### src/rtl/edge_thr_pkg.sv
package edge_thr_pkg;

    // Classification of one update step, reported by the step unit.
    typedef enum logic [2:0] {
        STEP_HOLD   = 3'd0,
        STEP_RAISE  = 3'd1,
        STEP_LOWER  = 3'd2,
        STEP_SAT_HI = 3'd3,
        STEP_SAT_LO = 3'd4
    } step_kind_e;

endpackage

### src/rtl/mb_wr_decode.sv
module mb_wr_decode #(
    parameter int unsigned NUM_MB = 16,
    localparam int unsigned IDX_W = $clog2(NUM_MB)
) (
    input  logic             wr_en,
    input  logic [IDX_W-1:0] wr_idx,
    output logic [NUM_MB-1:0] wr_sel
);

    // One write strobe per stored entry.
    for (genvar g = 0; g < NUM_MB; g++) begin : g_sel
        assign wr_sel[g] = wr_en && (wr_idx == IDX_W'(g));
    end

endmodule

### src/rtl/mb_step_calc.sv
module mb_step_calc
    import edge_thr_pkg::*;
#(
    parameter int unsigned FRAC_W  = 8,
    parameter int unsigned GAIN_W  = 8,
    parameter int unsigned BLK_PIX = 256,
    localparam int unsigned CNT_W  = $clog2(BLK_PIX + 1),
    localparam int unsigned PAR_W  = FRAC_W + 1,
    localparam int unsigned NORM_W = $clog2(BLK_PIX),
    localparam int unsigned SHIFT  = GAIN_W + NORM_W - FRAC_W,
    localparam int unsigned DIF_W  = CNT_W + 1,
    localparam int unsigned PRD_W  = DIF_W + GAIN_W + 1,
    localparam int unsigned SUM_W  = ((PRD_W > PAR_W + 1) ? PRD_W : PAR_W + 1) + 1,
    localparam int unsigned ONE    = 1 << FRAC_W
) (
    input  logic [PAR_W-1:0]  cur_thr,
    input  logic [CNT_W-1:0]  got_cnt,
    input  logic [CNT_W-1:0]  want_cnt,
    input  logic [GAIN_W-1:0] gain,
    output logic [PAR_W-1:0]  nxt_thr,
    output step_kind_e        kind
);

    logic signed [DIF_W-1:0] err;
    logic signed [PRD_W-1:0] prod;
    logic signed [PRD_W-1:0] step;
    logic signed [SUM_W-1:0] sum;

    always_comb begin
        // Signed, widened count error: no wrap for any pair of counts.
        err  = $signed({1'b0, got_cnt}) - $signed({1'b0, want_cnt});
        prod = PRD_W'(err) * $signed({{(PRD_W-GAIN_W){1'b0}}, gain});
        // Gain fraction and per-block normalisation, minus the weight's own fraction.
        step = prod >>> SHIFT;
        sum  = SUM_W'(step) + $signed({{(SUM_W-PAR_W){1'b0}}, cur_thr});

        if (sum < 0) begin
            nxt_thr = '0;
            kind    = STEP_SAT_LO;
        end else if (sum > $signed(SUM_W'(ONE))) begin
            nxt_thr = PAR_W'(ONE);
            kind    = STEP_SAT_HI;
        end else begin
            nxt_thr = sum[PAR_W-1:0];
            if (step > 0)      kind = STEP_RAISE;
            else if (step < 0) kind = STEP_LOWER;
            else               kind = STEP_HOLD;
        end
    end

endmodule

### src/rtl/mb_param_bank.sv
module mb_param_bank #(
    parameter int unsigned NUM_MB = 16,
    parameter int unsigned PAR_W  = 9,
    parameter int unsigned INIT   = 128,
    localparam int unsigned IDX_W = $clog2(NUM_MB)
) (
    input  logic              clk,
    input  logic              rst_n,
    input  logic [NUM_MB-1:0] wr_sel,
    input  logic [PAR_W-1:0]  wr_val,
    input  logic [IDX_W-1:0]  cur_idx,
    output logic [PAR_W-1:0]  cur_val,
    input  logic [IDX_W-1:0]  rd_idx,
    output logic [PAR_W-1:0]  rd_val
);

    typedef struct packed {
        logic [NUM_MB-1:0][PAR_W-1:0] ent;
        logic [PAR_W-1:0]             rd;
    } bank_s;

    bank_s st_d, st_q;

    // Update path sees the stored value combinationally.
    assign cur_val = st_q.ent[cur_idx];
    assign rd_val  = st_q.rd;

    always_comb begin
        st_d = st_q;
        // Read samples the pre-update contents.
        st_d.rd = st_q.ent[rd_idx];
        for (int i = 0; i < NUM_MB; i++) begin
            if (wr_sel[i]) st_d.ent[i] = wr_val;
        end
    end

    always_ff @(posedge clk or negedge rst_n) begin
        if (!rst_n) begin
            for (int i = 0; i < NUM_MB; i++) st_q.ent[i] <= PAR_W'(INIT);
            st_q.rd <= PAR_W'(INIT);
        end else begin
            st_q <= st_d;
        end
    end

endmodule

### src/rtl/edge_thr_adapt.sv
module edge_thr_adapt
    import edge_thr_pkg::*;
#(
    parameter int unsigned MB_COLS = 4,
    parameter int unsigned MB_ROWS = 4,
    parameter int unsigned BLK_PIX = 256,
    parameter int unsigned FRAC_W  = 8,
    parameter int unsigned GAIN_W  = 8,
    localparam int unsigned NUM_MB = MB_COLS * MB_ROWS,
    localparam int unsigned IDX_W  = $clog2(NUM_MB),
    localparam int unsigned CNT_W  = $clog2(BLK_PIX + 1),
    localparam int unsigned PAR_W  = FRAC_W + 1,
    localparam int unsigned HALF   = 1 << (FRAC_W - 1)
) (
    input  logic              clk,
    input  logic              rst_n,
    input  logic              upd_valid,
    input  logic [IDX_W-1:0]  upd_mb,
    input  logic [CNT_W-1:0]  upd_cnt,
    input  logic [CNT_W-1:0]  tgt_cnt,
    input  logic [GAIN_W-1:0] kp_gain,
    input  logic [IDX_W-1:0]  rd_mb,
    output logic [PAR_W-1:0]  rd_thr
);

    logic [NUM_MB-1:0] wr_sel;
    logic [PAR_W-1:0]  cur_thr;
    logic [PAR_W-1:0]  nxt_thr;
    step_kind_e        step_kind;

    mb_wr_decode #(.NUM_MB(NUM_MB)) u_dec (
        .wr_en  (upd_valid),
        .wr_idx (upd_mb),
        .wr_sel (wr_sel)
    );

    mb_step_calc #(.FRAC_W(FRAC_W), .GAIN_W(GAIN_W), .BLK_PIX(BLK_PIX)) u_step (
        .cur_thr  (cur_thr),
        .got_cnt  (upd_cnt),
        .want_cnt (tgt_cnt),
        .gain     (kp_gain),
        .nxt_thr  (nxt_thr),
        .kind     (step_kind)
    );

    mb_param_bank #(.NUM_MB(NUM_MB), .PAR_W(PAR_W), .INIT(HALF)) u_bank (
        .clk     (clk),
        .rst_n   (rst_n),
        .wr_sel  (wr_sel),
        .wr_val  (nxt_thr),
        .cur_idx (upd_mb),
        .cur_val (cur_thr),
        .rd_idx  (rd_mb),
        .rd_val  (rd_thr)
    );

endmodule

### config.mk
export PLATFORM = sky130hd
export DESIGN_NAME = edge_thr_adapt
export DESIGN_NICKNAME = d
export VERILOG_FILES = /design/src/rtl/edge_thr_pkg.sv /design/src/rtl/mb_wr_decode.sv /design/src/rtl/mb_step_calc.sv /design/src/rtl/mb_param_bank.sv /design/src/rtl/edge_thr_adapt.sv
export SDC_FILE = /design/constraint.sdc
export NUM_CORES = 1
export LEC_CHECK = 0
export ABC_AREA = 1
export BUFFER_PORTS_ARGS = -buffer_cell sky130_fd_sc_hd__buf_2
export CAP_MARGIN = 10
export CORE_MARGIN = 3
export CORE_UTILIZATION = 55
export CTS_BUF_LIST = sky130_fd_sc_hd__clkbuf_4 sky130_fd_sc_hd__clkbuf_8
export DETAILED_ROUTE_END_ITERATION = 7
export GPL_TIMING_DRIVEN = 1
export PLACE_DENSITY = 0.72
export SYNTH_ARGS = -nofsm -noshare
export SYNTH_HDL_FRONTEND = slang
export SYNTH_SLANG_ARGS = --single-unit
### constraint.sdc
create_clock -name clk -period 5.2 [get_ports clk]
set_clock_uncertainty 0.15 [all_clocks]
set_input_delay 0.52 -clock clk [delete_from_list [all_inputs] [get_ports clk]]
set_output_delay 0.52 -clock clk [all_outputs]
set_load 0.05 [all_outputs]
==> run_results.csv <==
group,metric,value,unit
synthesis,ys_seq_area_frac,0.316,
sta,finalSetupViolations,144,
sta,worst_pin_slew,1.03,ns
hold_path,hold_path_class,"primary input to asynchronous set/reset pin",
sta,maxSlewHeadroom,0.312,
routing,firstDrtPassIters,6,
cts,clkTransAtPathRegs,0.10,ns
sta,setup_ws,-1.76,ns
worst_setup_path,critPathMaxFanout,8,
floorplan,std_cell_rows,53,
synthesis,syn_nets,1768,
cts,cts_made_buffers,17,
placement,portBuffers,45,
cts,cts.sinks,153,
floorplan,core_area,21400,µm²
synthesis,synth_area_leader_cell,"dfrtp_1",
outcome,outcome,"finished with violations",
global_routing,grt_pass1_wl,65800,µm
synthesis,ys_top_cells_by_count,"nand2_1, inv_1, nor2_1",
global_routing,antenna_found_initial,0,
sta,clock.fmax,144,MHz
synthesis,synth-seq-cells,153,
synthesis,syn_area,12200,µm²
sta,rsz0062_at_grt,"yes",
worst_setup_path,required,5.46,ns
placement,routabilityCongestion,0.927,
routing,drc_errors,0,
synthesis,synth_flop_cell,"dfrtp_1",
synthesis,syn_area_per_cell,7.58,µm²
cts,cts_max_path_buffers,2,
layout,final_cell_area,15200,µm²
global_routing,grt_pass1_vias,12400,
synthesis,async_reset_ff_frac,1.00,
synthesis,synth_cell_types,48,
routing,routedWlPerCell,20.1,µm
cts,hold_buffers,0,
cts,clock_latency,0.48,ns
sta,whs,-0.00466,ns
global_routing,track_usage,0.345,
routing,dr_total_vias,12500,
global_routing,grt-ovfl-total,0,
layout,nFillCells,1700,
floorplan,die-area,24000,µm²
placement,place_hpwl,27100,µm
worst_setup_path,critPathCaptureType,"register",
sta,tns,-240.46,ns
floorplan,initial_utilization,0.570,
cts,cts_root_buf,"clkbuf_8",
outcome,violations,"hold timing, setup timing",
synthesis,syn_inst,1610,
synthesis,synth_edf_count,0,
sta,finalCritPeriodShare,1.34,
floorplan,die_x,155,µm
routing,postRouteAntennaNets,0,
cts,cts_tree,"built",
placement,place_area,13900,µm²
layout,area.sequential,3850,µm²
worst_setup_path,startpoint_type,"primary input",
routing,via_per_inst,6.13,
synthesis,yosysWarnings,0,
global_routing,grt_max_degree,101,
routing,drt_iter0_drc,1661,
worst_setup_path,arrival,7.22,ns
floorplan,io_pins,46,
sta,drv_slew,0,
worst_setup_path,critPathMaxStageDelay,0.49,ns
worst_setup_path,crit_path_frequent_cell,"nand2_1",
layout,nets,1916,
synthesis,yosys-top-cells-area,"dfrtp_1, nand2_1, fa_1, ha_1, inv_1",
layout,layout-drive-gt1-share,0.269,
floorplan,fp.dieH,155,µm
sta,hold_viol,2,
layout,fin_util,0.709,
routing,wirelength,41200,µm
layout,area_growth,24.5,%
layout,multi_input_area,8010,µm²
worst_setup_path,crit_type,"primary input to register",
worst_setup_path,crit_slowest_cell,"fa_1",
synthesis,yosysTopAreaCellShare,0.279,
sta,fin_crit,6.96,ns
cts,cts_htree_levels,4,
layout,n_antenna_cell,0,
synthesis,yosysMostFrequentCell,"nand2_1",
job,maxCapViolations,0,
==> critical path: cells and delay by family <==
family	cells	cell delay, ns
fa+ha+maj	8	3.02
simple gates	21	1.86
buf+inv	11	1.02
compound gates	5	0.62
xor+xnor	1	0.16
==> placed cells by master (no fill, tap or decap), drive strengths merged, types with 5 or more instances in the layout <==
master  count
a22oi      72
o22ai      20
clkinv     10
dfrtp     136
or4         8
nor2      164
a21oi      58
fa         65
nand3     127
or2        10
ha         56
xnor2       5
clkbuf     20
inv       181
nand3b      5
buf       216
o221ai     16
nand2     406
o21ai     143
xor2       11
dfstp      17
==> sequential cells by signal (all words and copies together), names as in the netlist <==
signal / flops
u_bank.rd_val: 9
u_bank.st_q: 144
==> stage by stage <==
| step | worst slack, ns | std cells |
|---|---|---|
| floorplan | -1.70 | 1610 |
| global placement | -2.25 | 1980 |
| detailed placement | -2.35 | 1980 |
| CTS | -1.58 | 2038 |
| global route | -2.05 | 2046 |
| finish | -1.76 | 2046 |
==> worst paths after layout <==
kind	endpoint	slack, ns	from	cells past startpoint
setup / recovery	u_bank.st_q[46]$_DFFE_PN0P_	-1.76	upd_cnt[0]	46
hold / removal	u_bank.st_q[117]$_DFFE_PN0P_	-0.005	rst_n	1
setup reg to reg	u_bank.st_q[46]$_DFFE_PN0P_	1.47	u_bank.st_q[110]$_DFFE_PN0P_	19
hold reg to reg	u_bank.st_q[88]$_DFFE_PN1P_	0.34	u_bank.st_q[88]$_DFFE_PN1P_	2
max in group asynchronous	u_bank.st_q[53]$_DFFE_PN0P_	3.63	rst_n	2
min in group clk	u_bank.st_q[88]$_DFFE_PN1P_	0.34	u_bank.st_q[88]$_DFFE_PN1P_	2
==> per-layer routing <==
metal / track usage / share of wire / vias to the layer above
li1: - / - / 5602
met1: 0.473 / 0.39 / 5924
met2: 0.534 / 0.44 / 817
met3: 0.0682 / 0.11 / 189
met4: 0.154 / 0.051 / 0
met5: 0 / 0 / -
==> logic make-up after synthesis <==
group | Yosys count | synth area share
flops | 153 | 0.316
fa+ha+maj | 121 | 0.164
compound gates | 323 | 0.166
buf+inv | 269 | 0.0892
xor+xnor | 16 | 0.0115
mux | 1 | 0.000820
simple gates | 727 | 0.253
==> area by class of cell <==
class | count | share of cell area
repair buffers | 219 | 0.124
well taps | 275 | 0.0227
multi-input cells | 1189 | 0.527
clock buffers | 17 | 0.0154
flip-flops and latches | 153 | 0.253
clock inverters | 15 | 0.0116
inverters | 178 | 0.0452
==> repair_timing <==
action                                  CTS  global route
setup buffers                            17             4
gates resized for setup                  81            15
pin swaps                                58             9
endpoints found under the setup margin  144           144
gates cloned                              9             4
Power is left out: the tool's default activity adds up to more than one toggle a clock period on the data nets, which glitch-free logic cannot reach.
